## config.mk

```make
export PLATFORM = sky130hd
export DESIGN_NAME = qctx_mgr
export DESIGN_NICKNAME = d
export VERILOG_FILES = /design/src/rtl/qctx_pkg.sv /design/src/rtl/qctx_decode.sv /design/src/rtl/qctx_pick.sv /design/src/rtl/qctx_slot_file.sv /design/src/rtl/qctx_seq.sv /design/src/rtl/qctx_mgr.sv
export SDC_FILE = /design/constraint.sdc
export NUM_CORES = 2
export LEC_CHECK = 0
export BUFFER_PORTS_ARGS = -buffer_cell sky130_fd_sc_hd__buf_2
export CORE_AREA = 3 3 399 401
export CTS_CLUSTER_SIZE = 30
export DETAILED_ROUTE_END_ITERATION = 12
export DIE_AREA = 0 0 402 404
export GPL_ROUTABILITY_DRIVEN = 1
export GPL_TIMING_DRIVEN = 0
export SETUP_SLACK_MARGIN = 0.15
export SYNTH_ARGS = -nofsm -noshare
export SYNTH_HDL_FRONTEND = slang
export SYNTH_SLANG_ARGS = --single-unit
```

## constraint.sdc

```tcl
create_clock -name clk -period 13.87 [get_ports clk]
set_input_delay 1.387 -clock clk [delete_from_list [all_inputs] [get_ports clk]]
set_output_delay 1.387 -clock clk [all_outputs]
set_load 0.01 [all_outputs]
```

## src/rtl/qctx_pkg.sv

```systemverilog
package qctx_pkg;
  localparam int ADDR_W  = 64;
  localparam int PTR_W   = 64;
  localparam int CTL_W   = 32;
  localparam int HALF_W  = 32;
  localparam int BASE_SH = 8;
  localparam int SZ_LO   = 1;
  localparam int SZ_HI   = 6;
  localparam logic [ADDR_W-1:0] RPTR_OFS = 64'h10;
  localparam logic [ADDR_W-1:0] WPTR_OFS = 64'h18;

  typedef enum logic [1:0] {OP_MAP = 2'd0, OP_UNMAP = 2'd1, OP_DRAIN = 2'd2, OP_NONE = 2'd3} op_e;
  typedef enum logic [1:0] {ST_IDLE, ST_SCAN, ST_WRP, ST_WWP} seq_e;

  typedef struct packed {
    logic [ADDR_W-1:0] desc;
    logic [ADDR_W-1:0] base;
    logic [ADDR_W-1:0] size;
    logic [PTR_W-1:0]  rptr;
    logic [PTR_W-1:0]  wptr;
    logic [ADDR_W-1:0] wbaddr;
  } ctx_t;

  function automatic logic [ADDR_W-1:0] ring_bytes(input logic [CTL_W-1:0] ctl);
    return ADDR_W'(4) << ctl[SZ_HI:SZ_LO];
  endfunction
endpackage

```

## src/rtl/qctx_decode.sv

```systemverilog
module qctx_decode
  import qctx_pkg::*;
(
  input  logic [ADDR_W-1:0] desc_addr,
  input  logic [ADDR_W-1:0] ring_base,
  input  logic [CTL_W-1:0]  ring_ctl,
  input  logic [HALF_W-1:0] wb_hi,
  input  logic [HALF_W-1:0] wb_lo,
  input  logic [PTR_W-1:0]  rptr,
  input  logic [PTR_W-1:0]  wptr,
  output ctx_t              ctx
);
  always_comb begin
    ctx.desc   = desc_addr;
    ctx.base   = ring_base << BASE_SH;
    ctx.size   = ring_bytes(ring_ctl);
    ctx.rptr   = rptr;
    ctx.wptr   = wptr;
    ctx.wbaddr = {wb_hi, wb_lo};
  end
endmodule

```

## src/rtl/qctx_pick.sv

```systemverilog
module qctx_pick #(
  parameter  int N  = 2,
  localparam int IW = (N > 1) ? $clog2(N) : 1
) (
  input  logic [N-1:0]  req,
  output logic          found,
  output logic [IW-1:0] idx
);
  always_comb begin
    found = 1'b0;
    idx   = '0;
    for (int i = N - 1; i >= 0; i--) begin
      if (req[i]) begin
        found = 1'b1;
        idx   = IW'(i);
      end
    end
  end
endmodule

```

## src/rtl/qctx_slot_file.sv

```systemverilog
module qctx_slot_file
  import qctx_pkg::*;
#(
  parameter  int NSLOT = 2,
  parameter  int KEY_W = 14,
  localparam int IW    = (NSLOT > 1) ? $clog2(NSLOT) : 1
) (
  input  logic             clk,
  input  logic             rst,
  input  logic             ld_en,
  input  logic [IW-1:0]    ld_idx,
  input  ctx_t             ld_ctx,
  input  logic [KEY_W-1:0] ld_key,
  input  logic             free_en,
  input  logic [IW-1:0]    free_idx,
  input  logic             upd_en,
  input  logic [IW-1:0]    upd_idx,
  input  logic [PTR_W-1:0] upd_rptr,
  input  logic [PTR_W-1:0] upd_wptr,
  input  logic [KEY_W-1:0] cmp_key,
  output logic [NSLOT-1:0] vld,
  output logic [NSLOT-1:0] match,
  input  logic [IW-1:0]    rd_idx,
  output ctx_t             rd_ctx,
  output logic             rd_occ,
  input  logic [IW-1:0]    pk_idx,
  output ctx_t             pk_ctx,
  output logic [KEY_W-1:0] pk_key,
  output logic             pk_vld,
  output logic             pk_busy
);
  ctx_t             ctx_a [NSLOT];
  logic [KEY_W-1:0] key_a [NSLOT];
  logic [NSLOT-1:0] busy_v;
  logic [NSLOT-1:0] occ;

  for (genvar s = 0; s < NSLOT; s++) begin : g_slot
    logic             v_q;
    logic             b_q;
    ctx_t             c_q;
    logic [KEY_W-1:0] k_q;

    always_ff @(posedge clk) begin
      if (rst) begin
        v_q <= 1'b0;
        b_q <= 1'b0;
        c_q <= '0;
        k_q <= '0;
      end else if (ld_en && ld_idx == IW'(s)) begin
        v_q <= 1'b1;
        b_q <= 1'b0;
        c_q <= ld_ctx;
        k_q <= ld_key;
      end else if (free_en && free_idx == IW'(s)) begin
        v_q <= 1'b0;
        b_q <= 1'b0;
        k_q <= '0;
      end else if (upd_en && upd_idx == IW'(s) && v_q) begin
        c_q.rptr <= upd_rptr;
        c_q.wptr <= upd_wptr;
        b_q      <= 1'b1;
      end
    end

    assign vld[s]    = v_q;
    assign busy_v[s] = b_q;
    assign ctx_a[s]  = c_q;
    assign key_a[s]  = k_q;
    assign occ[s]    = (k_q != '0);
    assign match[s]  = v_q && (k_q == cmp_key);
  end

  assign rd_ctx  = ctx_a[rd_idx];
  assign rd_occ  = occ[rd_idx];
  assign pk_ctx  = ctx_a[pk_idx];
  assign pk_key  = key_a[pk_idx];
  assign pk_vld  = vld[pk_idx];
  assign pk_busy = busy_v[pk_idx];
endmodule

```

## src/rtl/qctx_seq.sv

```systemverilog
module qctx_seq
  import qctx_pkg::*;
#(
  parameter  int NSLOT = 2,
  localparam int IW    = (NSLOT > 1) ? $clog2(NSLOT) : 1
) (
  input  logic              clk,
  input  logic              rst,
  input  logic              cmd_fire,
  input  logic [1:0]        cmd_op,
  input  logic              free_hit,
  input  logic [IW-1:0]     free_idx_in,
  input  logic              un_hit,
  input  logic [IW-1:0]     un_idx,
  input  ctx_t              rd_ctx,
  input  logic              rd_occ,
  output logic [IW-1:0]     rd_idx,
  input  logic              wr_ready,
  output logic              wr_valid,
  output logic [ADDR_W-1:0] wr_addr,
  output logic [PTR_W-1:0]  wr_data,
  output logic              ready,
  output logic              ld_en,
  output logic [IW-1:0]     ld_idx,
  output logic              free_en,
  output logic [IW-1:0]     free_idx,
  output logic              err_q,
  output logic              warn_q
);
  localparam logic [IW-1:0] LAST = IW'(NSLOT - 1);

  seq_e          st_q;
  logic [IW-1:0] cur_q;
  logic          drain_q;

  logic is_map, is_unmap, is_drain, no_desc;
  assign is_map   = cmd_fire && (cmd_op == OP_MAP);
  assign is_unmap = cmd_fire && (cmd_op == OP_UNMAP);
  assign is_drain = cmd_fire && (cmd_op == OP_DRAIN);
  assign no_desc  = (rd_ctx.desc == '0);

  assign ready    = (st_q == ST_IDLE);
  assign wr_valid = (st_q == ST_WRP) || (st_q == ST_WWP);
  assign rd_idx   = (st_q == ST_IDLE) ? un_idx : cur_q;
  assign ld_en    = (st_q == ST_IDLE) && is_map && free_hit;
  assign ld_idx   = free_idx_in;
  assign free_idx = rd_idx;

  always_comb begin
    free_en = 1'b0;
    case (st_q)
      ST_IDLE: free_en = is_unmap && un_hit && no_desc;
      ST_SCAN: free_en = rd_occ && no_desc;
      ST_WWP:  free_en = wr_ready;
      default: free_en = 1'b0;
    endcase
  end

  always_ff @(posedge clk) begin
    if (rst) begin
      st_q    <= ST_IDLE;
      cur_q   <= '0;
      drain_q <= 1'b0;
      err_q   <= 1'b0;
      warn_q  <= 1'b0;
      wr_addr <= '0;
      wr_data <= '0;
    end else begin
      err_q  <= 1'b0;
      warn_q <= 1'b0;
      case (st_q)
        ST_IDLE: begin
          if (is_map && !free_hit) err_q <= 1'b1;
          if (is_unmap) begin
            if (!un_hit) err_q <= 1'b1;
            else if (no_desc) warn_q <= 1'b1;
            else begin
              cur_q   <= un_idx;
              drain_q <= 1'b0;
              wr_addr <= rd_ctx.desc + RPTR_OFS;
              wr_data <= rd_ctx.rptr;
              st_q    <= ST_WRP;
            end
          end
          if (is_drain) begin
            cur_q   <= '0;
            drain_q <= 1'b1;
            st_q    <= ST_SCAN;
          end
        end
        ST_SCAN: begin
          if (rd_occ && !no_desc) begin
            wr_addr <= rd_ctx.desc + RPTR_OFS;
            wr_data <= rd_ctx.rptr;
            st_q    <= ST_WRP;
          end else begin
            if (rd_occ) warn_q <= 1'b1;
            if (cur_q == LAST) st_q <= ST_IDLE;
            else cur_q <= cur_q + 1'b1;
          end
        end
        ST_WRP: begin
          if (wr_ready) begin
            wr_addr <= rd_ctx.desc + WPTR_OFS;
            wr_data <= rd_ctx.wptr;
            st_q    <= ST_WWP;
          end
        end
        ST_WWP: begin
          if (wr_ready) begin
            if (drain_q && cur_q != LAST) begin
              cur_q <= cur_q + 1'b1;
              st_q  <= ST_SCAN;
            end else begin
              drain_q <= 1'b0;
              st_q    <= ST_IDLE;
            end
          end
        end
        default: st_q <= ST_IDLE;
      endcase
    end
  end
endmodule

```

## src/rtl/qctx_mgr.sv

```systemverilog
module qctx_mgr
  import qctx_pkg::*;
#(
  parameter  int NSLOT = 2,
  parameter  int DBO_W = 12,
  localparam int IDX_W = (NSLOT > 1) ? $clog2(NSLOT) : 1,
  localparam int KEY_W = DBO_W + 2
) (
  input  logic              clk,
  input  logic              rst,
  input  logic              cmd_valid,
  output logic              cmd_ready,
  input  logic [1:0]        cmd_op,
  input  logic [DBO_W-1:0]  cmd_db_ofs,
  input  logic [ADDR_W-1:0] cmd_desc_addr,
  input  logic [ADDR_W-1:0] cmd_ring_base,
  input  logic [CTL_W-1:0]  cmd_ring_ctl,
  input  logic [HALF_W-1:0] cmd_wb_hi,
  input  logic [HALF_W-1:0] cmd_wb_lo,
  input  logic [PTR_W-1:0]  cmd_rptr,
  input  logic [PTR_W-1:0]  cmd_wptr,
  input  logic              prog_valid,
  input  logic [IDX_W-1:0]  prog_slot,
  input  logic [PTR_W-1:0]  prog_rptr,
  input  logic [PTR_W-1:0]  prog_wptr,
  output logic              mem_wr_valid,
  input  logic              mem_wr_ready,
  output logic [ADDR_W-1:0] mem_wr_addr,
  output logic [PTR_W-1:0]  mem_wr_data,
  output logic              err_pulse,
  output logic              warn_pulse,
  input  logic [IDX_W-1:0]  view_slot,
  output logic              view_valid,
  output logic              view_busy,
  output logic [KEY_W-1:0]  view_key,
  output logic [ADDR_W-1:0] view_desc,
  output logic [ADDR_W-1:0] view_base,
  output logic [ADDR_W-1:0] view_size,
  output logic [PTR_W-1:0]  view_rptr,
  output logic [PTR_W-1:0]  view_wptr,
  output logic [ADDR_W-1:0] view_wbaddr
);
  ctx_t             map_ctx, rd_ctx, pk_ctx;
  logic [KEY_W-1:0] key_in;
  logic [NSLOT-1:0] slot_vld, slot_match;
  logic             free_hit, un_hit, rd_occ;
  logic [IDX_W-1:0] free_pick, un_idx, rd_idx;
  logic             ld_en, free_en;
  logic [IDX_W-1:0] ld_idx, free_idx;
  logic             cmd_fire;

  assign key_in   = {cmd_db_ofs, 2'b00};
  assign cmd_fire = cmd_valid && cmd_ready;

  qctx_decode u_dec (
    .desc_addr(cmd_desc_addr), .ring_base(cmd_ring_base), .ring_ctl(cmd_ring_ctl),
    .wb_hi(cmd_wb_hi), .wb_lo(cmd_wb_lo), .rptr(cmd_rptr), .wptr(cmd_wptr),
    .ctx(map_ctx)
  );

  qctx_pick #(.N(NSLOT)) u_free (.req(~slot_vld), .found(free_hit), .idx(free_pick));
  qctx_pick #(.N(NSLOT)) u_hit  (.req(slot_match), .found(un_hit), .idx(un_idx));

  qctx_slot_file #(.NSLOT(NSLOT), .KEY_W(KEY_W)) u_slots (
    .clk(clk), .rst(rst),
    .ld_en(ld_en), .ld_idx(ld_idx), .ld_ctx(map_ctx), .ld_key(key_in),
    .free_en(free_en), .free_idx(free_idx),
    .upd_en(prog_valid), .upd_idx(prog_slot), .upd_rptr(prog_rptr), .upd_wptr(prog_wptr),
    .cmp_key(key_in), .vld(slot_vld), .match(slot_match),
    .rd_idx(rd_idx), .rd_ctx(rd_ctx), .rd_occ(rd_occ),
    .pk_idx(view_slot), .pk_ctx(pk_ctx), .pk_key(view_key),
    .pk_vld(view_valid), .pk_busy(view_busy)
  );

  qctx_seq #(.NSLOT(NSLOT)) u_seq (
    .clk(clk), .rst(rst), .cmd_fire(cmd_fire), .cmd_op(cmd_op),
    .free_hit(free_hit), .free_idx_in(free_pick), .un_hit(un_hit), .un_idx(un_idx),
    .rd_ctx(rd_ctx), .rd_occ(rd_occ), .rd_idx(rd_idx),
    .wr_ready(mem_wr_ready), .wr_valid(mem_wr_valid), .wr_addr(mem_wr_addr), .wr_data(mem_wr_data),
    .ready(cmd_ready), .ld_en(ld_en), .ld_idx(ld_idx),
    .free_en(free_en), .free_idx(free_idx), .err_q(err_pulse), .warn_q(warn_pulse)
  );

  assign view_desc   = pk_ctx.desc;
  assign view_base   = pk_ctx.base;
  assign view_size   = pk_ctx.size;
  assign view_rptr   = pk_ctx.rptr;
  assign view_wptr   = pk_ctx.wptr;
  assign view_wbaddr = pk_ctx.wbaddr;
endmodule

```

==> Yosys cells after proc, flatten, opt, wreduce, memory -nomap -nowiden <==
Index checks and enable logic that the tools add are counted.
{ "totals": {"out_inout_bits": 532, "reg_bits": 914, "inputBits": 501} }
{ "classes": {"n_lt_le_gt_ge": 4, "mux": 84, "bitwise_logic": 8, "addsub": 3, "n_eq_ne": 22, "n_shift": 1, "reduce_logical": 46} }
{ "op_table": {"columns": ["operator", "count"], "rows": [
  ["$mux W384", 6],
  ["$mux W128", 6],
  ["$mux W64", 10],
  ["$pmux W64 S3", 2],
  ["$add A64 B5 Y64 const B", 2],
  ["$mux W14", 7],
  ["$logic_not A64 Y1", 1],
  ["$shl A3 B6 Y64 const A", 1],
  ["$mux W1", 40],
  ["$reduce_bool A14 Y1", 2],
  ["$eq A12 B12 Y1", 2],
  ["$logic_and A1 B1 Y1", 22],
  ["$reduce_and A6 Y1", 3],
  ["$mux W2", 8],
  ["$ne A2 B2 Y1 const B", 6],
  ["$ne A2 B1 Y1 const B", 5],
  ["$reduce_bool A2 Y1", 5],
  ["$ne A3 B1 Y1 const B", 3],
  ["$pmux W2 S4", 1],
  ["$reduce_and A7 Y1", 1],
  ["$eq A2 B2 Y1 const B", 3],
  ["$pmux W1 S3", 2],
  ["$reduce_bool A3 Y1", 2],
  ["$reduce_or A3 Y1", 2],
  ["other kinds (14)", 26]
]} }

==> Logic depth before layout (Yosys ltp) <==
{ "logic_depth": {"ltp_word": 15, "mapped_depth": 23, "depth_no_buf": 17} }

==> By module <==
A second synthesis with hierarchy kept.
{ "unflattened": {"cells_unflattened": 5758, "hier_area_um2": 50948.9} }
{ "by_module_without_submodules": {"columns": ["module", "n_inst", "cells_per_inst", "seq_area_each_um2", "area_per_inst_um2"], "rows": [
  ["qctx_slot_file", 1, 4470, 16015.4, 41145.7],
  ["qctx_seq", 1, 864, 2682.6, 6875.3],
  ["qctx_decode", 1, 416, 0.0, 2880.3],
  ["qctx_pick", 2, 2, 0.0, 15.0],
  ["qctx_mgr", 1, 4, 0.0, 17.5]
]} }

==> Worst setup path before layout <==
No wires, ideal clock.
{ "synth_path": {"path_kind": "input port to flip-flop", "start": "input cmd_db_ofs[9]", "end": "register u_slots.g_slot[1].c_q, in the netlist u_slots.ctx_a[100]", "required_ps": 13742, "path_stages": 22, "setup_time_ps": 128, "path_slack_ps": 8236, "arrival_time_ps": 5507, "cell_sequence": "xnor2_1 nand4_1 or4_4 a31o_2 buf_4 buf_2 buf_2 buf_2 nand2_1 nand2_1 inv_1 ha_1 nor4b_1 nand4_1 nor4_1 mux2i_1 a2111o_1 a21oi_1 buf_4 buf_6 mux2i_1 nor2_1"} }
{ "synth_via": {"elab_chain_len": 15, "word_cells_on_any_way": 22} }
{ "synth_rtl": {"columns": ["element", "line", "text"], "rows": [
  ["from (decl)", "qctx_mgr.sv:14", "input logic [DBO_W-1:0] cmd_db_ofs,"],
  ["$eq A12 B12 Y1", "qctx_slot_file.sv:70", "assign match[s] = v_q && (k_q == cmp_key);"],
  ["$logic_and A1 B1 Y1", "qctx_slot_file.sv:70", null],
  ["$mux W1 (2 in a row)", "qctx_pick.sv:13", "if (req[i]) begin"],
  ["$mux W1", "qctx_seq.sv:44", "assign rd_idx = (st_q == ST_IDLE) ? un_idx : cur_q;"],
  ["$not A1 Y2 (implied by the code)", "qctx_slot_file.sv:73", "assign rd_ctx = ctx_a[rd_idx];"],
  ["$mux W384 (implied by the code) (3 in a row)", "qctx_slot_file.sv:73", null],
  ["$logic_not A64 Y1", "qctx_seq.sv:40", "assign no_desc = (rd_ctx.desc == '0);"],
  ["$logic_and A1 B1 Y1 (on tied branches)", "qctx_seq.sv:53, qctx_seq.sv:52", null],
  ["$pmux W1 S3", "qctx_seq.sv:51", "case (st_q)"],
  ["$logic_and A1 B1 Y1 *", "qctx_slot_file.sv:54", "end else if (free_en && free_idx == IW'(s)) begin"],
  ["$ne A2 B1 Y1 (no source line) *", null, null],
  ["$reduce_and A2 Y1 (no source line) *", null, null],
  ["to (signal assigned)", "qctx_slot_file.sv:52", "c_q <= ld_ctx;"],
  ["to (decl)", "qctx_slot_file.sv:40", "ctx_t c_q;"]
]} }
Every way passes the cells marked *; elsewhere a longest branch is shown, timed or not. The select of a mux whose other input is x is not followed.
A chain may end at the register's enable or synchronous reset.

==> Final worst setup path <==
{ "layout_path": {"start": "input cmd_db_ofs[3]", "end": "register u_seq.wr_data[23]"} }
{ "layout_via": {"elab_chain_len": 14, "word_cells_on_any_way": 27} }
{ "layout_rtl": {"columns": ["element", "line", "text"], "rows": [
  ["$eq A12 B12 Y1", "qctx_slot_file.sv:70", null],
  ["$logic_and A1 B1 Y1", "qctx_slot_file.sv:70", null],
  ["$mux W1 (2 in a row)", "qctx_pick.sv:13", null],
  ["$mux W1", "qctx_seq.sv:44", null],
  ["$not A1 Y2 (implied by the code)", "qctx_slot_file.sv:73", null],
  ["$mux W384 (implied by the code) (3 in a row)", "qctx_slot_file.sv:73", null],
  ["$logic_not A64 Y1", "qctx_seq.sv:40", null],
  ["$logic_not A1 Y1", "qctx_seq.sv:92", "if (rd_occ && !no_desc) begin"],
  ["$logic_and A1 B1 Y1", "qctx_seq.sv:92", null],
  ["$ne A2 B1 Y1 (no source line)", null, null],
  ["$reduce_and A6 Y1 (no source line)", null, null],
  ["to (signal assigned)", "qctx_seq.sv:81", "wr_data <= rd_ctx.rptr;"],
  ["to (signal assigned)", "qctx_seq.sv:94", "wr_data <= rd_ctx.rptr;"],
  ["to (signal assigned)", "qctx_seq.sv:105", "wr_data <= rd_ctx.wptr;"],
  ["to (decl)", "qctx_seq.sv:21", "output logic [PTR_W-1:0] wr_data,"]
]} }
Several ways; a longest one is shown, not always the timed one. The select of a mux whose other input is x is not followed.

==> flow_summary_export.csv <==
group,metric,value,unit
yosys,syn-instance-count,5683,
detailed_routing,postRouteAntennaNets,0,
global_routing,grt_pass1_vias,45143,
yosys,ys_seq_elements,910,
placed_design,dp_hpwl,197,mm
placed_design,dp_slack,4840,ps
pwr,power_switching,0.00247,W
run_status,status,"completed",
hold_path,whs_path_depth,2,
die,core,156000,um^2
clock_network,cts_setup_buffers,0,
detailed_routing,drc,0,
clock_network,cts_htree_levels,3,
pwr,combPwrFrac,0.220,
clock_network,clk_transition_reported_paths,60,ps
run,drv_cap,0,
detailed_routing,vias,47619,
clock_network,clock_latency,730,ps
yosys,synth_top_area_share,0.406,
global_routing,antenna_found_initial,115,
global_routing,grt_max_degree,15,
yosys,seq_area_frac_synth,0.406,
global_routing,grt_first_pass_wirelength,338,mm
critical_path,crit_arrival,9110,ps
final_layout,regArea,18200,um^2
global_routing,overflow,0,
timing,post-route-period-util,0.613,
pwr,intPower,0.00497,W
yosys,synth_async_sr_flop_share,0,
detailed_routing,drtIter0Drc,5080,
critical_path,ff2ff_path_depth,22,
final_layout,area_growth,25.4,%
critical_path,ff2ff_setup_slack,5820,ps
detailed_routing,vias_per_cell,5.29,
timing,layout_setup_ws,5370,ps
hold_path,hold_start,"u_slots.ctx_a[416]",
die,die_area,162000,um^2
final_layout,multi_input_area,24000,um^2
detailed_routing,post_drt_wl_per_cell,27.4,um
pwr,max-vdd-ir-drop,0.101,mV
detailed_routing,wirelength,247,mm
hold_path,hold_class,"flip-flop to flip-flop",
yosys,synthTopCellsByArea,"dfxtp_1, nand2_1, mux2_2, a21oi_1, nor2_1",
yosys,syn_area_per_cell,7.89,um^2
timing,finalSetupTns,0,ps
pwr,p_sw_frac,0.332,
die,start_util,0.287,
yosys,synth_cell_types,63,
die,die_h,404,um
hold_path,min_to,"u_slots.ctx_a[416]",
critical_path,start_kind,"input port",
timing,rsz0062_at_grt,"false",
global_routing,grt_usage,0.288,
timing,fin_skew,35.2,ps
final_layout,nFillCells,16620,
pwr,leakage,22.6,nW
critical_path,r2r-start,"u_slots.g_slot[1].k_q[5]",
yosys,ys_warn_count,0,
critical_path,worst_setup_path_end_kind,"flip-flop",
final_layout,drive_gt1_frac,0.233,
yosys,post-synth-top-area-cell,"dfxtp_1",
timing,slew_violations,0,
timing,tightest_slew,1440,ps
critical_path,critPathKind,"input port to flip-flop",
yosys,synthFlopType,"dfxtp_1",
timing,fin_crit,8500,ps
timing,max_freq,118,MHz
clock_network,numCtsBuffers,107,
pwr,p_per_area,132,nW/um^2
die,rows,145,
placed_design,io_buffers,984,
yosys,synth_area,44800,um^2
timing,setup_viol,0,
detailed_routing,dr.pass1.iters,6,
timing,slew_headroom,0.0390,
critical_path,worst-path-max-fanout,10,
critical_path,required,14480,ps
die,io-pin-count,1033,
clock_network,numClockSinks,910,
pwr,power_frac_seq,0.383,
clock_network,cts_hold_buf,0,
die,die_width,402,um
clock_network,cts_root_buf,"clkbuf_16",
clock_network,cts_tree,"yes",
clock_network,clockBufferDepth,3,
timing,finalHoldViolCount,0,
placed_design,gp_congestion,1.00,
final_layout,layout.nets,7300,
clock_network,cts_resized,0,
critical_path,r2r_end,"u_seq.wr_data[23]",
yosys,synth-edff-count,0,
pwr,clkPwrFrac,0.397,
power by group through the flow:
stage	combinational (W)	clock [W]	sequential (W)
2_1_floorplan	0.000845	0	0.00287
6_report	0.00164	0.00295	0.00285
3_5_place_dp	0.00162	0	0.00290
3_3_place_gp	0.00161	0	0.00290
5_1_grt	0.00173	0.00308	0.00286
4_1_cts	0.00162	0.00298	0.00284
area by class of cell:
cell class	count	share of cell area
Clock inverter	41	0.00997
Timing Repair Buffer	988	0.0889
Antenna cell	67	0.00298
Multi-Input combinational cell	4164	0.427
Clock buffer	148	0.0541
Sequential cell	910	0.324
Inverter	144	0.00961
Buffer	476	0.0374
Tap cell	2058	0.0458
how the worst max path moves through the flow:
stage / start / end / slack [ps] / depth (start not counted)
floorplan: cmd_db_ofs[9] / u_slots.ctx_a[100] / 8240 / 22
global placement: cmd_db_ofs[6] / u_seq.wr_data[23] / 4880 / 23
detailed placement: cmd_db_ofs[3] / u_seq.wr_data[23] / 4840 / 23
CTS: cmd_db_ofs[3] / u_seq.wr_data[23] / 5610 / 23
global route: cmd_db_ofs[6] / u_seq.wr_data[34] / 5210 / 23
finish: cmd_db_ofs[3] / u_seq.wr_data[23] / 5370 / 23
logic make-up (layout without fill, tap and decap cells):
| logic type | count (synthesis) | count (layout) | synth area share |
|---|---|---|---|
| compound gates | 1095 | 1095 | 0.145 |
| xor+xnor | 93 | 93 | 0.0182 |
| fa+ha+maj | 8 | 8 | 0.00223 |
| buf+inv | 620 | 1797 | 0.0587 |
| flops | 910 | 910 | 0.406 |
| mux | 531 | 531 | 0.144 |
| other cells | 1 | 79 | 0.0000836 |
| simple gates | 2425 | 2425 | 0.226 |
flip-flops by register name (all words and copies together), names as in the netlist, 2 cells and up:
| name | cells |
|---|---|
| u_seq.st_q | 2 |
| u_seq.wr_data | 64 |
| u_slots.ctx_a | 748 |
| u_seq.wr_addr | 64 |
| u_slots.g_slot.b_q | 2 |
| u_slots.g_slot.v_q | 2 |
| u_slots.g_slot.k_q | 24 |
cell usage in the layout, fill, tap and decap left out, types with 144 or more instances in the layout:
master    instances
inv_1           144
dfxtp_1         910
clkbuf_1        389
mux2_2          270
nor2_1          623
mux2i_1         197
nand2_1        1377
buf_2          1020
a211oi_1        265
a21oi_1         590
synthesized netlist by cell type, types with 56 or more instances:
master and instances:
a21oi_1 590, a211oi_1 265, nor2b_1 136, dfxtp_1 910, nand3_1 56, mux4_2 64
clkbuf_1 376, nor4_1 65, o21ai_0 143, xnor2_1 68, nor2_1 623, inv_1 144
mux2_2 270, mux2i_1 197, nand2_1 1377
stage by stage:
step                total power, W  std cells  utilization  hold slack (ps)  instance area, um^2
finish                     0.00744       8996        0.361              451                56200
global route               0.00766       8960        0.360              469                56200
CTS                        0.00745       8929        0.359              451                56100
detailed placement         0.00452       8740        0.336              444                52500
global placement           0.00450       8736        0.336              438                52400
floorplan                  0.00372       5694            -              433                44900
critical path, cell delays in order:
cell	delay (ps)
buf_2	130
xnor2_1	260
nand4_1	150
nor4_2	780
a31o_2	360
buf_4	250
buf_2	390
buf_2	540
buf_2	550
nand2_1	100
nand2_1	120
inv_1	90
ha_1	260
nor4b_1	170
nand4_1	200
nor4_1	90
mux2i_1	610
a21boi_0	230
and3b_1	400
clkbuf_1	1040
buf_2	610
nand2_1	170
a21oi_1	150
layer usage:
layer	track usage	part of all wire
met2	0.464	0.45
met3	0.0859	0.097
met5	0	0.0010
met4	0.154	0.058
met1	0.346	0.39
No activity file was read; power rests on OpenSTA's default activity.
